$ cat config.mk
export PLATFORM = sky130hd
export DESIGN_NAME = miss_rate_monitor
export DESIGN_NICKNAME = d
export VERILOG_FILES = /design/src/rtl/mrm_pkg.sv /design/src/rtl/mrm_sat_cnt.sv /design/src/rtl/mrm_window_timer.sv /design/src/rtl/mrm_irq_gen.sv /design/src/rtl/miss_rate_monitor.sv
export SDC_FILE = /design/constraint.sdc
export NUM_CORES = 1
export LEC_CHECK = 0
export ABC_CLOCK_PERIOD_IN_PS = 6050
export BUFFER_PORTS_ARGS = -buffer_cell sky130_fd_sc_hd__buf_4
export CORE_MARGIN = 2
export CORE_UTILIZATION = 50
export DETAILED_ROUTE_END_ITERATION = 6
export PLACE_DENSITY = 0.77
export SLEW_MARGIN = 20
export SYNTH_ARGS = -nofsm -noshare
export SYNTH_HDL_FRONTEND = slang
export SYNTH_SLANG_ARGS = --single-unit
$ cat constraint.sdc
create_clock -name clk -period 6.05 [get_ports clk]
set_input_delay 0.3025 -clock clk [delete_from_list [all_inputs] [get_ports clk]]
set_output_delay 0.3025 -clock clk [all_outputs]
set_load 0.005 [all_outputs]
$ cat src/rtl/mrm_pkg.sv
package mrm_pkg;
  localparam int A_CTRL   = 0;
  localparam int A_HITS   = 1;
  localparam int A_MISSES = 2;
  localparam int A_WINDOW = 3;
  localparam int A_LIMIT  = 4;

  localparam int B_RUN    = 0;
  localparam int B_IRQEN  = 1;
  localparam int B_WFLAG  = 2;
  localparam int B_LFLAG  = 3;
endpackage

$ cat src/rtl/mrm_sat_cnt.sv
module mrm_sat_cnt #(
  parameter int W = 18
) (
  input  logic         clk,
  input  logic         rst,
  input  logic         load_en,
  input  logic [W-1:0] load_val,
  input  logic         inc,
  output logic [W-1:0] q
);
  localparam logic [W-1:0] MAXV = {W{1'b1}};

  always_ff @(posedge clk) begin
    if (rst) begin
      q <= '0;
    end else if (load_en) begin
      q <= load_val;
    end else if (inc && (q != MAXV)) begin
      q <= q + 1'b1;
    end
  end
endmodule

$ cat src/rtl/mrm_window_timer.sv
module mrm_window_timer #(
  parameter int W = 18
) (
  input  logic         clk,
  input  logic         rst,
  input  logic         run,
  input  logic         tick,
  input  logic [W-1:0] length,
  output logic         expire
);
  logic [W-1:0] remain;

  assign expire = run && tick && (remain == W'(1));

  always_ff @(posedge clk) begin
    if (rst) begin
      remain <= '0;
    end else if (!run) begin
      remain <= length;
    end else if (tick && (remain != '0)) begin
      remain <= remain - 1'b1;
    end
  end
endmodule

$ cat src/rtl/mrm_irq_gen.sv
module mrm_irq_gen (
  input  logic clk,
  input  logic rst,
  input  logic enable,
  input  logic win_evt,
  input  logic lim_evt,
  output logic irq
);
  always_ff @(posedge clk) begin
    if (rst) begin
      irq <= 1'b0;
    end else begin
      irq <= enable && (win_evt || lim_evt);
    end
  end
endmodule

$ cat src/rtl/miss_rate_monitor.sv
module miss_rate_monitor #(
  parameter int HIT_W  = 19,
  parameter int MISS_W = 18,
  parameter int WIN_W  = 18,
  parameter int ADDR_W = 3,
  parameter int DATA_W = 19
) (
  input  logic              clk,
  input  logic              rst,
  input  logic              hit_i,
  input  logic              miss_i,
  input  logic              ref_tick_i,
  input  logic              reg_we,
  input  logic [ADDR_W-1:0] reg_addr,
  input  logic [DATA_W-1:0] reg_wdata,
  output logic [DATA_W-1:0] reg_rdata,
  output logic              irq_o
);
  import mrm_pkg::*;

  logic              run_q;
  logic              irq_en_q;
  logic              win_flag_q;
  logic              lim_flag_q;
  logic [WIN_W-1:0]  win_len_q;
  logic [MISS_W-1:0] limit_q;
  logic [HIT_W-1:0]  hit_cnt;
  logic [MISS_W-1:0] miss_cnt;

  logic wr_ctrl, wr_hits, wr_miss, wr_win, wr_lim;
  logic win_evt, lim_evt;
  logic [MISS_W:0] miss_plus;

  assign wr_ctrl = reg_we && (reg_addr == ADDR_W'(A_CTRL));
  assign wr_hits = reg_we && (reg_addr == ADDR_W'(A_HITS));
  assign wr_miss = reg_we && (reg_addr == ADDR_W'(A_MISSES));
  assign wr_win  = reg_we && (reg_addr == ADDR_W'(A_WINDOW));
  assign wr_lim  = reg_we && (reg_addr == ADDR_W'(A_LIMIT));

  mrm_sat_cnt #(.W(HIT_W)) u_hits (
    .clk      (clk),
    .rst      (rst),
    .load_en  (wr_hits),
    .load_val (reg_wdata[HIT_W-1:0]),
    .inc      (run_q && hit_i),
    .q        (hit_cnt)
  );

  mrm_sat_cnt #(.W(MISS_W)) u_misses (
    .clk      (clk),
    .rst      (rst),
    .load_en  (wr_miss),
    .load_val (reg_wdata[MISS_W-1:0]),
    .inc      (run_q && miss_i),
    .q        (miss_cnt)
  );

  mrm_window_timer #(.W(WIN_W)) u_window (
    .clk    (clk),
    .rst    (rst),
    .run    (run_q),
    .tick   (ref_tick_i),
    .length (win_len_q),
    .expire (win_evt)
  );

  assign miss_plus = {1'b0, miss_cnt} + 1'b1;
  assign lim_evt   = run_q && miss_i && !wr_miss && (limit_q != '0) &&
                     (miss_plus == {1'b0, limit_q});

  mrm_irq_gen u_irq (
    .clk     (clk),
    .rst     (rst),
    .enable  (irq_en_q),
    .win_evt (win_evt),
    .lim_evt (lim_evt),
    .irq     (irq_o)
  );

  always_ff @(posedge clk) begin
    if (rst) begin
      run_q      <= 1'b0;
      irq_en_q   <= 1'b0;
      win_flag_q <= 1'b0;
      lim_flag_q <= 1'b0;
      win_len_q  <= '0;
      limit_q    <= '0;
    end else begin
      if (wr_ctrl) begin
        run_q      <= reg_wdata[B_RUN];
        irq_en_q   <= reg_wdata[B_IRQEN];
        win_flag_q <= win_flag_q && reg_wdata[B_WFLAG];
        lim_flag_q <= lim_flag_q && reg_wdata[B_LFLAG];
      end
      if (wr_win) win_len_q <= reg_wdata[WIN_W-1:0];
      if (wr_lim) limit_q   <= reg_wdata[MISS_W-1:0];
      if (win_evt) begin
        run_q      <= 1'b0;
        win_flag_q <= 1'b1;
      end
      if (lim_evt) lim_flag_q <= 1'b1;
    end
  end

  always_ff @(posedge clk) begin
    if (rst) begin
      reg_rdata <= '0;
    end else begin
      case (int'(reg_addr))
        A_CTRL:   reg_rdata <= DATA_W'({lim_flag_q, win_flag_q, irq_en_q, run_q});
        A_HITS:   reg_rdata <= DATA_W'(hit_cnt);
        A_MISSES: reg_rdata <= DATA_W'(miss_cnt);
        A_WINDOW: reg_rdata <= DATA_W'(win_len_q);
        A_LIMIT:  reg_rdata <= DATA_W'(limit_q);
        default:  reg_rdata <= '0;
      endcase
    end
  end
endmodule

# After elaboration in Yosys (flattened, before gate mapping)
# Cells that the tools add are included.
[op_classes]
mux = 11
addsub = 4
n_reduce_logical = 28
eq_ne = 9
[op_table]
columns = ["operator", "n"]
rows = [
  ["19-bit one-hot mux with 5 select lines", 1],
  ["18-bit 2-to-1 mux", 4],
  ["19-bit 2-to-1 mux", 2],
  ["18-bit nonzero test", 2],
  ["18-bit by 1-bit adder with 19-bit output (second input constant)", 1],
  ["19-bit by 1-bit adder with 19-bit output (second input constant)", 1],
  ["19-bit by 18-bit equality test with 1-bit output", 1],
  ["19-bit != test (second input constant)", 1],
  ["18-bit by 1-bit adder with 18-bit output (second input constant)", 1],
  ["18-bit by 1-bit equality test with 1-bit output (second input constant)", 1],
  ["1-bit logical AND", 18],
  ["18-bit != test (second input constant)", 1],
  ["18-bit by 1-bit subtractor with 18-bit output (second input constant)", 1],
  ["2-bit nonzero test", 4],
  ["3-bit by 2-bit equality test with 1-bit output (second input constant)", 2],
  ["1-bit 2-to-1 mux", 4],
  ["3-bit by 1-bit equality test with 1-bit output (second input constant)", 1],
  ["3-bit equality test (second input constant)", 1],
  ["3-bit logical NOT", 1],
  ["2-bit by 1-bit != test with 1-bit output (second input constant)", 1],
  ["2-bit OR reduction", 1],
  ["1-bit logical NOT", 1],
  ["1-bit logical OR", 1],
]
[word_totals]
reg_bits = 115
output_inout_bits = 20
wordCells = 63
inputBits = 28

# Longest topological paths before layout
[depth]
word_depth = 8
mapped_depth = 10
depth_no_buf = 8

# By module
# From an unflattened synthesis, not the netlist that was laid out.
[unflattened]
hier_cells = 815
area_unflattened_um2 = 6496.2
[modules_own_cells]
columns = ["module", "n_inst", "area_per_inst_um2", "cells_each"]
rows = [
  ["miss_rate_monitor", 1, 3045.4, 380],
  ["mrm_window_timer", 1, 1209.9, 162],
  ["mrm_sat_cnt at u_misses", 1, 1104.8, 135],
  ["mrm_sat_cnt at u_hits", 1, 1099.8, 135],
  ["mrm_irq_gen", 1, 36.3, 3],
]

# Worst setup path after synthesis
# No wires, ideal clock.
[synth_timing]
path_type = "reg-to-reg"
start = "reg u_misses.q[0]"
end = "reg u_misses.q[6]"
setup_time_ps = 86
required_time_ps = 5964
t_arrival_ps = 2342
synth_period_minus_slack_ps = 2428
setup_slack_ps = 3622
stages_incl_launch_ff = 11
path_cell_list = "dfxtp_1 ha_1 nand3_1 or4_1 buf_2 o311ai_4 buf_6 buf_12 nor3_1 xnor2_1 a211oi_1"
[synth_between]
elab_chain_len = 3
word_cells_on_any_way = 6
[synth_lines]
columns = ["item", "line", "rtl"]
rows = [
  ["start, declared", "mrm_sat_cnt.sv:9", "output logic [W-1:0] q"],
  ["start signal, assigned", "mrm_sat_cnt.sv:17", "q <= load_val;"],
  ["start signal, assigned", "mrm_sat_cnt.sv:19", "q <= q + 1'b1;"],
  ["18-bit by 1-bit adder with 18-bit output or 18-bit != test (tied branches)", "mrm_sat_cnt.sv:19, mrm_sat_cnt.sv:18", ""],
  ["18-bit 2-to-1 mux or 1-bit logical AND (tied branches)", "mrm_sat_cnt.sv:18", "end else if (inc && (q != MAXV)) begin"],
  ["18-bit 2-to-1 mux or 2-bit nonzero test (tied branches)", "-", ""],
]
# Several ways; a longest one is shown, not always the timed one. The select of a mux whose other input is x is not followed.
# A chain may end at the register's enable or synchronous reset.

# Worst setup path after layout
[layout_timing]
start = "reg u_misses.q[0]"
end = "reg u_misses.q[17]"
# The elaborated chain is that of the path after synthesis.

==> summary.md <==
Global routing used 26.0% of the available tracks across all layers. Power spread over the standard cell area amounts to 297 nW/um^2. Count of flip-flops with a built-in enable after synthesis: 0. Hold repair after CTS inserted 0 buffers. The depth of the CTS H-tree is 4. The min-delay analysis places its worst path in the category primary input to register. For the number of post-CTS setup repair buffers, the log shows 0. The number of nets in the synthesized netlist is 756.

In this run, synthesis produced a sequential element count of 115. The tools report the startpoint of the most critical register-to-register path as u_misses.q[0]. During placement, the flow inserted port buffers numbering 47. In this run the horizontal extent of the chip is 112 um. For the number of top-level pins, the log shows 48.

Post-CTS repair changed the size of 0 cells. Before antenna repair, the detailed router went through 5 iterations. The final critical path time including I/O delays and setup was 3.45 ns. The number of maximum-capacitance constraint violations came out at 0.

For the highest clock frequency the design can meet, the log shows 290 MHz. The count of endpoints failing setup in the final report was 0. The run gives 3.77 ns as the worst path arrival time. Clock tree synthesis selected as its root buffer the cell sky130_fd_sc_hd__clkbuf_16. The worst setup path is of the register to register kind. The run finished with clean final reports.

The mapped netlist covers 5880 um^2. The logs give 115 for the clock net sink count and 11.3 mm for the post-DP HPWL. After clock tree synthesis, the clock-pin slew on the worst setup and hold paths is 0.06 ns. The termination of the worst setup path is u_misses.q[17].

Counting flops with an async set or reset pin after synthesis yields a share of 0%. In the routed design, unresolved DRC markers number 0. Yosys attributes the largest share of cell area to sky130_fd_sc_hd__dfxtp_1 (39%), sky130_fd_sc_hd__xnor2_1 (7.0%), sky130_fd_sc_hd__nand2_1 (6.0%), sky130_fd_sc_hd__a211oi_1 (5.0%), sky130_fd_sc_hd__nor2_1 (5.0%). The endpoint identified for the worst register-to-register timing path is u_misses.q[17]. The depth of the most critical reg-to-reg path came out at 8. Buffers inserted during clock tree synthesis total 17. Dividing the synthesized area by the synthesized cell count gives 8.12 um^2. The library cell with the largest summed area after synthesis is sky130_fd_sc_hd__dfxtp_1. The number of filler instances in the final layout was 983. For the number of failing hold endpoints at the final stage, the log shows 0. For flop-to-flop paths, the worst setup slack is 2.60 ns. The final max-slew violation count is 0, and the transition at the pin with the smallest max-transition slack is 1.07 ns.

The total chip power was 2.03 mW. The tools report the critical path launch point type as a register. In the synthesized netlist the dominant register cell turns out to be sky130_fd_sc_hd__dfxtp_1.

Entering global routing, the biggest net connects 99 pins. The congestion estimate from routability-driven global placement came to 0.958. TritonCTS built the clock tree. The run gives 5446 as the number of vias after detailed routing.

For this configuration, the core starts out at a cell density of 51.3%. The tools report the maximum resistive drop on vdd as 0.262 mV. Global-route wire length before repair: 26.0 mm. The mean number of vias per cell is 6.11, and the static leakage is 2.30 nW. The synthesized netlist contains 49 unique library cells.

The core region is 11500 um^2. The tools report the net count reported at finish as 768. The tools report the via count of the first global-routing pass as 5196.

For this run, the register share of the synthesized area comes to 39.1%. Launch point of the critical path: u_misses.q[0]. Largest fanout on the critical path: 21.

The overall die height is 112 um, and the antenna diode count is 0. In this run the biggest area consumer among cell types represents 39.1% of the synthesized area. The floorplan has 39 rows.

The run gives 549 as the starting DRC count in detailed routing. Aggregate routed wire length: 16.2 mm. The number of warnings reported in the yosys synthesis log is 0, and the layout overhead on the synthesized area is 16.0%. In the finished design, the share of the clock period the worst path needs comes to 56.9%. Aggregate global routing overflow: 0. The run gives 6.37 ns as the endpoint required time on the critical path.

After technology mapping, the gate count stands at 724. The worst-case headroom to the max-slew limit was 29.0%. The logs give 0 for the initial antenna violation count and 2 for the number of buffers on the longest clock path. The run gives 0.00877 ns as the largest clock skew in the final design. Setup repair after global routing left no endpoint under its margin.

Dividing the detail-routed wire length by the instance count gives 18.2 um. In this run the remaining antenna-violating nets after routing total 0. Adding up every negative setup slack in the final design gives 0 ns.

The proportion of layout cells with a drive suffix above 1 works out to 13.0%. Area enclosed by the die boundary: 12600 um^2. The worst setup path is captured at a register. The latest clock arrival within the worst-skew pair came out at 0.42 ns.
-- report_power, final --
group          internal [mW]  total, mW  switching (mW)
Combinational         0.0632      0.157          0.0933
Sequential             0.776      0.802          0.0262
Clock                  0.711       1.07           0.359
Total                   1.55       2.03           0.479
-- stage by stage --
step | worst slack (ns) | hold WS, ns | utilization [%] | instances | instance area [um^2]
finish | 2.60 | 0.171 | 59.5 | 892 | 6820
floorplan | 3.62 | 0.438 | - | 724 | 5880
global route | 2.31 | 0.173 | 59.5 | 892 | 6820
detailed placement | 2.63 | 0.483 | 53.9 | 860 | 6190
CTS | 2.62 | 0.166 | 59.5 | 892 | 6820
global placement | 2.74 | 0.475 | 53.9 | 860 | 6190
-- worst max-delay path, stage by stage (launching register included) --
cell and delay, ns:
sky130_fd_sc_hd__dfxtp_1 0.46, sky130_fd_sc_hd__ha_1 0.26, sky130_fd_sc_hd__nand3_1 0.32, sky130_fd_sc_hd__or4_1 0.75, sky130_fd_sc_hd__o311ai_4 0.79, sky130_fd_sc_hd__nor3_1 0.18, sky130_fd_sc_hd__and3_1 0.24, sky130_fd_sc_hd__xnor2_1 0.12
sky130_fd_sc_hd__a211oi_1 0.22
-- registers in the layout (all words and copies together) (netlist names) --
register,cells
u_misses.q,18
u_irq.irq,1
limit_q,18
irq_en_q,1
u_window.remain,18
run_q,1
lim_flag_q,1
reg_rdata,19
win_flag_q,1
win_len_q,18
u_hits.q,19
-- layer usage --
metal	part of all wire, %	GRT usage, %	wire length, um	up-vias
met3	6.2	4.97	1000	49
met1	43	33.1	6990	2561
li1	-	-	-	2606
met2	47	42.1	7600	230
met4	3.9	13.2	631	0
met5	0	0	0	-
-- synth_stat cells, types with 8 or more instances --
| cell | number |
|---|---|
| sky130_fd_sc_hd__o21ai_0 | 13 |
| sky130_fd_sc_hd__nand2_1 | 94 |
| sky130_fd_sc_hd__inv_1 | 9 |
| sky130_fd_sc_hd__xor2_1 | 19 |
| sky130_fd_sc_hd__nand4_1 | 16 |
| sky130_fd_sc_hd__nor2_1 | 78 |
| sky130_fd_sc_hd__a22oi_1 | 37 |
| sky130_fd_sc_hd__mux2i_1 | 9 |
| sky130_fd_sc_hd__a211oi_1 | 39 |
| sky130_fd_sc_hd__or3_1 | 10 |
| sky130_fd_sc_hd__and3_1 | 8 |
| sky130_fd_sc_hd__nor3_1 | 22 |
| sky130_fd_sc_hd__dfxtp_1 | 115 |
| sky130_fd_sc_hd__nand3_1 | 17 |
| sky130_fd_sc_hd__xnor2_1 | 47 |
| sky130_fd_sc_hd__a21oi_1 | 56 |
| sky130_fd_sc_hd__nor4_1 | 15 |
| sky130_fd_sc_hd__clkbuf_1 | 45 |
-- layout by cell type (no fill, tap or decap), drive strengths merged, types with 4 or more instances in the layout --
cell and count:
dfxtp 115, nand2 94, nor2 78, a21oi 56
buf 50, xnor2 47, a211oi 40, a22oi 37
nor3 22, clkbuf 20, xor2 19, o21ai 18
nand3 17, nand4 16, nor4 16, a311oi 11
or3 10, inv 10, mux2i 9, and3 8
nor2b 5, mux2 4, o22a 4, ha 4
bufinv 4, or2 4, clkinv 4
-- cell families after synthesis --
kind of cell               share of synthesized area, %
DFF                                                39.1
adders and majority gates                         0.851
AOI/OAI and AO/OA                                  20.1
and+or+nand+nor                                    23.0
xor gates and xnor gates                           9.83
buffers and inverters                              4.81
muxes                                              2.30
-- how the worst min path moves through the flow --
stage | startpoint | endpoint | slack, ns | cells after the start
after floorplan | reg_wdata[0] | win_len_q[0] | 0.44 | 2
after global placement | irq_en_q | u_irq.irq | 0.48 | 2
after detailed placement | irq_en_q | u_irq.irq | 0.48 | 2
after CTS | reg_wdata[7] | win_len_q[7] | 0.17 | 3
after global routing | reg_wdata[15] | win_len_q[15] | 0.17 | 3
final | reg_wdata[4] | limit_q[4] | 0.17 | 3
-- layout make-up --
cell class                      instances  area, um^2  area share [%]
Multi-Input combinational cell        543        3300            48.3
Sequential cell                       115        2300            33.7
Clock buffer                           20         457            6.69
Timing Repair Buffer                   50         375            5.50
Clock inverter                         12         179            2.62
Tap cell                              143         179            2.62
Inverter                                9        33.8           0.495
Note: power is estimated with default switching activity, not from simulation.
